### src/rtl/pack4_pkg.sv
package pack4_pkg;
  localparam int BYTE_W = 8;
  localparam int WORD_W = 2 * BYTE_W;
  typedef logic [BYTE_W-1:0] byte_t;
  typedef logic [WORD_W-1:0] word_t;

  // byte of a host word that travels first on the serial side
  function automatic byte_t lead_byte(word_t w, logic be);
    return be ? w[WORD_W-1:BYTE_W] : w[BYTE_W-1:0];
  endfunction

  function automatic byte_t trail_byte(word_t w, logic be);
    return be ? w[BYTE_W-1:0] : w[WORD_W-1:BYTE_W];
  endfunction

  // build a host word from the earlier and later byte of the stream
  function automatic word_t join_pair(byte_t early, byte_t late, logic be);
    return be ? {early, late} : {late, early};
  endfunction
endpackage

### src/rtl/pack4_tx_lane.sv
module pack4_tx_lane import pack4_pkg::*; #(
  parameter int DEPTH = 4,
  parameter int CW    = $clog2(DEPTH + 1)
) (
  input  logic          clk,
  input  logic          rst,
  input  logic          en,
  input  logic          be,
  input  logic          host_wr,
  input  word_t         host_wdata,
  input  logic          eng_pop,
  output byte_t         eng_byte,
  output logic [CW-1:0] count,
  output logic          set_under,
  output logic          set_ready,
  output logic          clr_under,
  output logic          clr_ready
);
  byte_t         mem [DEPTH];
  byte_t         nxt [DEPTH];
  logic [CW-1:0] cnt, base, nxt_cnt;
  logic          pop_ok, pop_empty, wr_ok;

  always_comb begin
    pop_ok    = eng_pop && en && (cnt != '0);
    pop_empty = eng_pop && en && (cnt == '0);
    base      = cnt - CW'(pop_ok);
    wr_ok     = host_wr && (int'(base) <= DEPTH - 2);
    for (int i = 0; i < DEPTH; i++) nxt[i] = mem[i];
    if (pop_ok) begin
      for (int i = 0; i < DEPTH - 1; i++) nxt[i] = mem[i + 1];
      nxt[DEPTH-1] = '0;
    end
    if (wr_ok) begin
      for (int i = 0; i < DEPTH; i++) begin
        if (CW'(i) == base)         nxt[i] = lead_byte(host_wdata, be);
        if (CW'(i) == base + CW'(1)) nxt[i] = trail_byte(host_wdata, be);
      end
    end
    nxt_cnt = base + (wr_ok ? CW'(2) : CW'(0));
  end

  always_ff @(posedge clk) begin
    if (rst) begin
      for (int i = 0; i < DEPTH; i++) mem[i] <= '0;
      cnt       <= '0;
      set_under <= 1'b0;
      set_ready <= 1'b0;
      clr_under <= 1'b0;
      clr_ready <= 1'b0;
    end else begin
      for (int i = 0; i < DEPTH; i++) mem[i] <= nxt[i];
      cnt       <= nxt_cnt;
      set_under <= pop_empty;
      set_ready <= pop_empty;
      clr_under <= host_wr;
      clr_ready <= wr_ok && (nxt_cnt == CW'(DEPTH));
    end
  end

  assign eng_byte = mem[0];
  assign count    = cnt;

  // occupancy never exceeds the storage
  p_tx_bound_r6: assert property (@(posedge clk) disable iff (rst)
    cnt <= CW'(DEPTH));
  // empty pop flags underflow and ready, count held
  p_underflow_r4: assert property (@(posedge clk) disable iff (rst)
    (en && eng_pop && cnt == '0 && !host_wr) |=> (set_under && set_ready && cnt == '0));
  // any host write clears underflow next cycle
  p_wr_clears_r5: assert property (@(posedge clk) disable iff (rst)
    host_wr |=> clr_under);
  // disabled engine leaves count alone
  p_tx_idle_r12: assert property (@(posedge clk) disable iff (rst)
    (!en && !host_wr) |=> (cnt == $past(cnt) && !set_under));
endmodule

### src/rtl/pack4_rx_lane.sv
module pack4_rx_lane import pack4_pkg::*; #(
  parameter int DEPTH = 4,
  parameter int CW    = $clog2(DEPTH + 1)
) (
  input  logic          clk,
  input  logic          rst,
  input  logic          en,
  input  logic          be,
  input  logic          host_rd,
  output word_t         host_rdata,
  input  logic          eng_push,
  input  byte_t         eng_byte,
  output logic [CW-1:0] count,
  output logic          set_ovr,
  output logic          set_ready,
  output logic          clr_ovr
);
  byte_t         mem [DEPTH];
  byte_t         nxt [DEPTH];
  logic [CW-1:0] cnt, base, nxt_cnt;
  logic [1:0]    take;
  logic          push_ok, push_full;
  byte_t         b_early, b_late;

  always_comb begin
    take    = host_rd ? ((cnt >= CW'(2)) ? 2'd2 : 2'(cnt)) : 2'd0;
    b_early = (cnt >= CW'(1)) ? mem[0] : '0;
    b_late  = (cnt >= CW'(2)) ? mem[1] : '0;
    base    = cnt - CW'(take);
    for (int i = 0; i < DEPTH; i++) nxt[i] = mem[i];
    if (take == 2'd1) begin
      for (int i = 0; i < DEPTH - 1; i++) nxt[i] = mem[i + 1];
      nxt[DEPTH-1] = '0;
    end else if (take == 2'd2) begin
      for (int i = 0; i < DEPTH - 2; i++) nxt[i] = mem[i + 2];
      nxt[DEPTH-2] = '0;
      nxt[DEPTH-1] = '0;
    end
    push_full = en && eng_push && (base == CW'(DEPTH));
    push_ok   = en && eng_push && !push_full;
    if (push_ok) begin
      for (int i = 0; i < DEPTH; i++)
        if (CW'(i) == base) nxt[i] = eng_byte;
    end
    nxt_cnt = base + CW'(push_ok);
  end

  always_ff @(posedge clk) begin
    if (rst) begin
      for (int i = 0; i < DEPTH; i++) mem[i] <= '0;
      cnt        <= '0;
      host_rdata <= '0;
      set_ovr    <= 1'b0;
      set_ready  <= 1'b0;
      clr_ovr    <= 1'b0;
    end else begin
      for (int i = 0; i < DEPTH; i++) mem[i] <= nxt[i];
      cnt       <= nxt_cnt;
      if (host_rd) host_rdata <= join_pair(b_early, b_late, be);
      set_ovr   <= push_full;
      set_ready <= en && eng_push;
      clr_ovr   <= host_rd;
    end
  end

  assign count = cnt;

  // push into a full side flags overrun and keeps the count
  p_overrun_r8: assert property (@(posedge clk) disable iff (rst)
    (en && eng_push && !host_rd && cnt == CW'(DEPTH)) |=> (set_ovr && set_ready && cnt == CW'(DEPTH)));
  // accepted push grows the count by one
  p_push_step_r7: assert property (@(posedge clk) disable iff (rst)
    (en && eng_push && !host_rd && cnt < CW'(DEPTH)) |=> (cnt == $past(cnt) + CW'(1) && !set_ovr));
  // host read clears overrun next cycle
  p_rd_clears_r9: assert property (@(posedge clk) disable iff (rst)
    host_rd |=> clr_ovr);
  // disabled engine leaves receive side alone
  p_rx_idle_r12: assert property (@(posedge clk) disable iff (rst)
    (!en && !host_rd) |=> ($stable(cnt) && !set_ready && !set_ovr));
endmodule

### src/rtl/pack4_buffer.sv
module pack4_buffer import pack4_pkg::*; #(
  parameter int DEPTH = 4,
  parameter int CW    = $clog2(DEPTH + 1)
) (
  input  logic          clk,
  input  logic          rst,
  input  logic          enable,
  input  logic          big_endian,
  input  logic          host_wr,
  input  logic [15:0]   host_wdata,
  input  logic          host_rd,
  output logic [15:0]   host_rdata,
  input  logic          eng_pop,
  output logic [7:0]    eng_tx_byte,
  input  logic          eng_push,
  input  logic [7:0]    eng_rx_byte,
  output logic [CW-1:0] tx_count,
  output logic [CW-1:0] rx_count,
  output logic          tx_underflow_set,
  output logic          tx_ready_set,
  output logic          tx_underflow_clr,
  output logic          tx_ready_clr,
  output logic          rx_overrun_set,
  output logic          rx_ready_set,
  output logic          rx_overrun_clr
);
  pack4_tx_lane #(.DEPTH(DEPTH), .CW(CW)) u_tx (
    .clk(clk), .rst(rst), .en(enable), .be(big_endian),
    .host_wr(host_wr), .host_wdata(host_wdata),
    .eng_pop(eng_pop), .eng_byte(eng_tx_byte), .count(tx_count),
    .set_under(tx_underflow_set), .set_ready(tx_ready_set),
    .clr_under(tx_underflow_clr), .clr_ready(tx_ready_clr)
  );

  pack4_rx_lane #(.DEPTH(DEPTH), .CW(CW)) u_rx (
    .clk(clk), .rst(rst), .en(enable), .be(big_endian),
    .host_rd(host_rd), .host_rdata(host_rdata),
    .eng_push(eng_push), .eng_byte(eng_rx_byte), .count(rx_count),
    .set_ovr(rx_overrun_set), .set_ready(rx_ready_set), .clr_ovr(rx_overrun_clr)
  );
endmodule

### config.mk
export PLATFORM = sky130hd
export DESIGN_NAME = pack4_buffer
export DESIGN_NICKNAME = d
export VERILOG_FILES = /design/src/rtl/pack4_pkg.sv /design/src/rtl/pack4_tx_lane.sv /design/src/rtl/pack4_rx_lane.sv /design/src/rtl/pack4_buffer.sv
export SDC_FILE = /design/constraint.sdc
export NUM_CORES = 1
export LEC_CHECK = 0
export ABC_AREA = 0
export ABC_CLOCK_PERIOD_IN_PS = 4100
export BUFFER_PORTS_ARGS = -buffer_cell sky130_fd_sc_hd__buf_2
export CORE_UTILIZATION = 57
export DETAILED_ROUTE_END_ITERATION = 10
export GPL_TIMING_DRIVEN = 0
export PLACE_DENSITY = 0.81
export SYNTH_ARGS = -nofsm -noshare
export SYNTH_HDL_FRONTEND = slang
export SYNTH_SLANG_ARGS = --single-unit
export TNS_END_PERCENT = 30
### constraint.sdc
create_clock -name clk -period 4.1 [get_ports clk]
set_input_delay 0.82 -clock clk [delete_from_list [all_inputs] [get_ports clk]]
set_output_delay 0.82 -clock clk [all_outputs]
set_load 0.05 [all_outputs]
==> results.json <==
{
  "power_w": 0.00365,
  "cpMostUsedCell": "ha_1",
  "start_kind": "flop",
  "skew_ns": 0.0151,
  "dp.cells": 681,
  "layout_commonest_cell": "dfxtp_1",
  "crit_required_ns": 4.32,
  "grt_pass1_vias": 4079,
  "drt_iter0_markers": 374,
  "hold_violations": 0,
  "critPathMaxStageDelay_ns": 0.46,
  "synthAdderAreaFrac_pct": 1.72,
  "grt_max_degree": 16,
  "place_area_mm2": 0.00525,
  "ctsHoldBuffers": 0,
  "fp.coreArea_mm2": 0.00818,
  "synthTopCellsByArea": "dfxtp_1, mux2i_1, a211oi_1",
  "area_growth_pct": 13.9,
  "cp.arrival_ns": 4.06,
  "slowest_stage": "mux4_2",
  "yosysTopAreaCellShare_pct": 38.4,
  "maxSlewViolCount": 0,
  "yosys.cell_types.count": 52,
  "vias_per_cell": 6.24,
  "period_share_pct": 93.7,
  "syn-num-nets": 549,
  "clockBufferDepth": 2,
  "fin_crit_ns": 3.84,
  "rsz0062_at_grt": "false",
  "ios": 69,
  "end_kind": "flop",
  "dp_hpwl_mm": 9.06,
  "clkTransAtPathRegs_ns": 0.10,
  "fillers": 661,
  "tightest_slew_ns": 0.635,
  "path_max_fanout": 10,
  "syn-instance-count": 511,
  "reg2reg_slack_ns": 0.26,
  "peakVddDrop_mv": 0.560,
  "cts_sinks": 92,
  "hold_ws_ns": 0.480,
  "crit_chain": "o311ai_4 -> clkinv_1 -> ha_1 -> ha_1 -> buf_2 -> nor2_2 -> ha_1 -> buf_2 -> nand2b_1 -> mux4_2 -> nor3_1 -> a211oi_1",
  "portBuffers": 65,
  "grtUsageTotal_pct": 29.3,
  "clock_latency_ns": 0.37,
  "ant_nets": 0,
  "seq_area_mm2": 0.00184,
  "leakagePower_nw": 2.35,
  "power_density_mw_per_mm2": 669,
  "vias": 4347,
  "synth_edf_count": 0,
  "cts_resized": 0,
  "nets": 625,
  "final_design_area_no_fill_mm2": 0.00546,
  "status": "finished, final reports clean",
  "rows": 33,
  "postSynthAreaPerCell_um2": 9.38,
  "drc_errors": 0,
  "synth-xor-area-share_pct": 2.06,
  "htree_levels": 3,
  "overflow": 0,
  "critPathKind": "reg2reg",
  "setup_viol": 0,
  "diodes": 0,
  "drv_cap": 0,
  "tritoncts": "yes",
  "synth_seq_cells": 92,
  "synth_compound_area_share_pct": 19.8,
  "gp_congestion": 0.904,
  "synth_area_leader_cell": "dfxtp_1",
  "max_freq_mhz": 260,
  "slew_headroom_pct": 57.7,
  "numCtsBuffers": 9,
  "synth_top_family_by_area": "compound AO/OA/AOI/OAI gates",
  "synth.area.mux_share_pct": 14.9,
  "totalWireLength_mm": 12.7,
  "drive_above_1_share_pct": 21.8,
  "synth_area_mm2": 0.00479,
  "root_buffer": "clkbuf_8",
  "yosysWarnings": 0,
  "layout.cells.most_common_list": "dfxtp_1, buf_2, mux2i_1",
  "hp-class": "reg2reg",
  "dieArea_mm2": 0.00878,
  "ys_seq_area_share_pct": 38.4,
  "wl_per_cell_um": 18.2,
  "drtPass1Iterations": 5,
  "post_cts_buffers": 0,
  "yosys.area_share.simple_pct": 17.9,
  "multi_input_comb_area_mm2": 0.00273,
  "die_h_um": 93.7,
  "grt_pass1_wl_mm": 20.0,
  "synth-async-reset-ratio_pct": 0,
  "final_cells": 697,
  "die_w_um": 93.7,
  "grt_antenna_before_repair": 0,
  "synth_flop_cell": "dfxtp_1",
  "start_util_pct": 58.6
}
-- area by class of cell --
type | count | area share [%]
sequential | 92 | 33.7
multi-input combinational | 372 | 50.0
inverter | 7 | 0.481
tap | 105 | 2.41
clock inverter | 4 | 0.573
clock buffer | 12 | 2.84
buffer | 40 | 3.99
timing repair buffer | 65 | 5.96
-- report_power, final --
part	switching (W)	internal [W]	leakage (nW)	total, W
Combinational	0.00113	0.000669	1.50	0.00180
Clock	0.000341	0.000258	0.0969	0.000599
Sequential	0.000158	0.00109	0.751	0.00125
Total	0.00163	0.00202	2.35	0.00365
-- per-stage QoR --
stage / TNS [ns] / setup WS, ns / utilization, %
after global placement: -2.26 / -0.191 / 64.2
after global routing: 0 / 0.121 / 66.8
final: 0 / 0.260 / 66.8
after CTS: 0 / 0.0726 / 66.5
after detailed placement: -3.07 / -0.238 / 64.2
after floorplan: 0 / 0.519 / -
-- sequential cells by signal, indices dropped and copies added, names as in the netlist --
| name | count |
|---|---|
| u_tx.set_under | 1 |
| u_rx.clr_ovr | 1 |
| u_tx.mem | 32 |
| u_rx.set_ovr | 1 |
| u_rx.mem | 32 |
| u_tx.count | 3 |
| u_rx.set_ready | 1 |
| u_rx.host_rdata | 16 |
| u_rx.count | 3 |
| u_tx.clr_under | 1 |
| u_tx.clr_ready | 1 |
-- critical path, delay by kind of cell (launching register included) --
family	cells	cell delay, ns
adders and majority gates	3	0.89
DFF	1	0.38
buffers and inverters	3	0.82
AOI/OAI and AO/OA	2	0.51
muxes	1	0.46
and+or+nand+nor	3	0.63
-- cells in the mapped netlist (3+ instances only) --
| cell type | number |
|---|---|
| buf_4 | 4 |
| a22oi_1 | 16 |
| a211oi_1 | 31 |
| and3b_1 | 3 |
| mux2i_1 | 58 |
| nor2b_1 | 14 |
| ha_1 | 5 |
| dfxtp_1 | 92 |
| xnor2_2 | 3 |
| inv_1 | 5 |
| nand2_1 | 40 |
| nor3_1 | 16 |
| buf_2 | 16 |
| a21oi_1 | 18 |
| nand2b_1 | 14 |
| a221oi_1 | 8 |
| o22ai_1 | 14 |
| nor2_1 | 57 |
| clkbuf_1 | 15 |
| a211o_1 | 16 |
| mux4_2 | 6 |
| and2_1 | 8 |
| a311oi_1 | 8 |
| nand3_1 | 3 |
-- path summary, 6_finish.rpt --
path	cells past startpoint	from	end
min reg2reg	2	u_tx.mem[1][0]$_SDFF_PP0_	u_tx.mem[0][0]$_SDFF_PP0_
min	2	u_tx.mem[1][0]$_SDFF_PP0_	u_tx.mem[0][0]$_SDFF_PP0_
max	12	u_tx.count[2]$_SDFF_PP0_	u_tx.mem[3][5]$_SDFF_PP0_
max reg2reg	12	u_tx.count[2]$_SDFF_PP0_	u_tx.mem[3][5]$_SDFF_PP0_
-- layer usage --
metal  share of wire [%]  routed length (um)  vias to the layer above  track usage (%)
met5                   0                   0                        -                0
met4                 2.6                 334                        0             13.3
met3                 8.2                1030                       41             3.72
met2                  45                5770                      217             45.9
met1                  44                5540                     2059             40.2
li1                    -                   -                     2030                -
-- cells by family after synthesis --
family | Yosys count
flip-flops | 92
AO/OA/AOI/OAI | 124
adder cells (fa/ha/maj) | 6
multiplexers | 64
AND/OR/NAND/NOR | 171
buffers and inverters | 47
XOR/XNOR | 7
(Power assumes the default switching activity.)
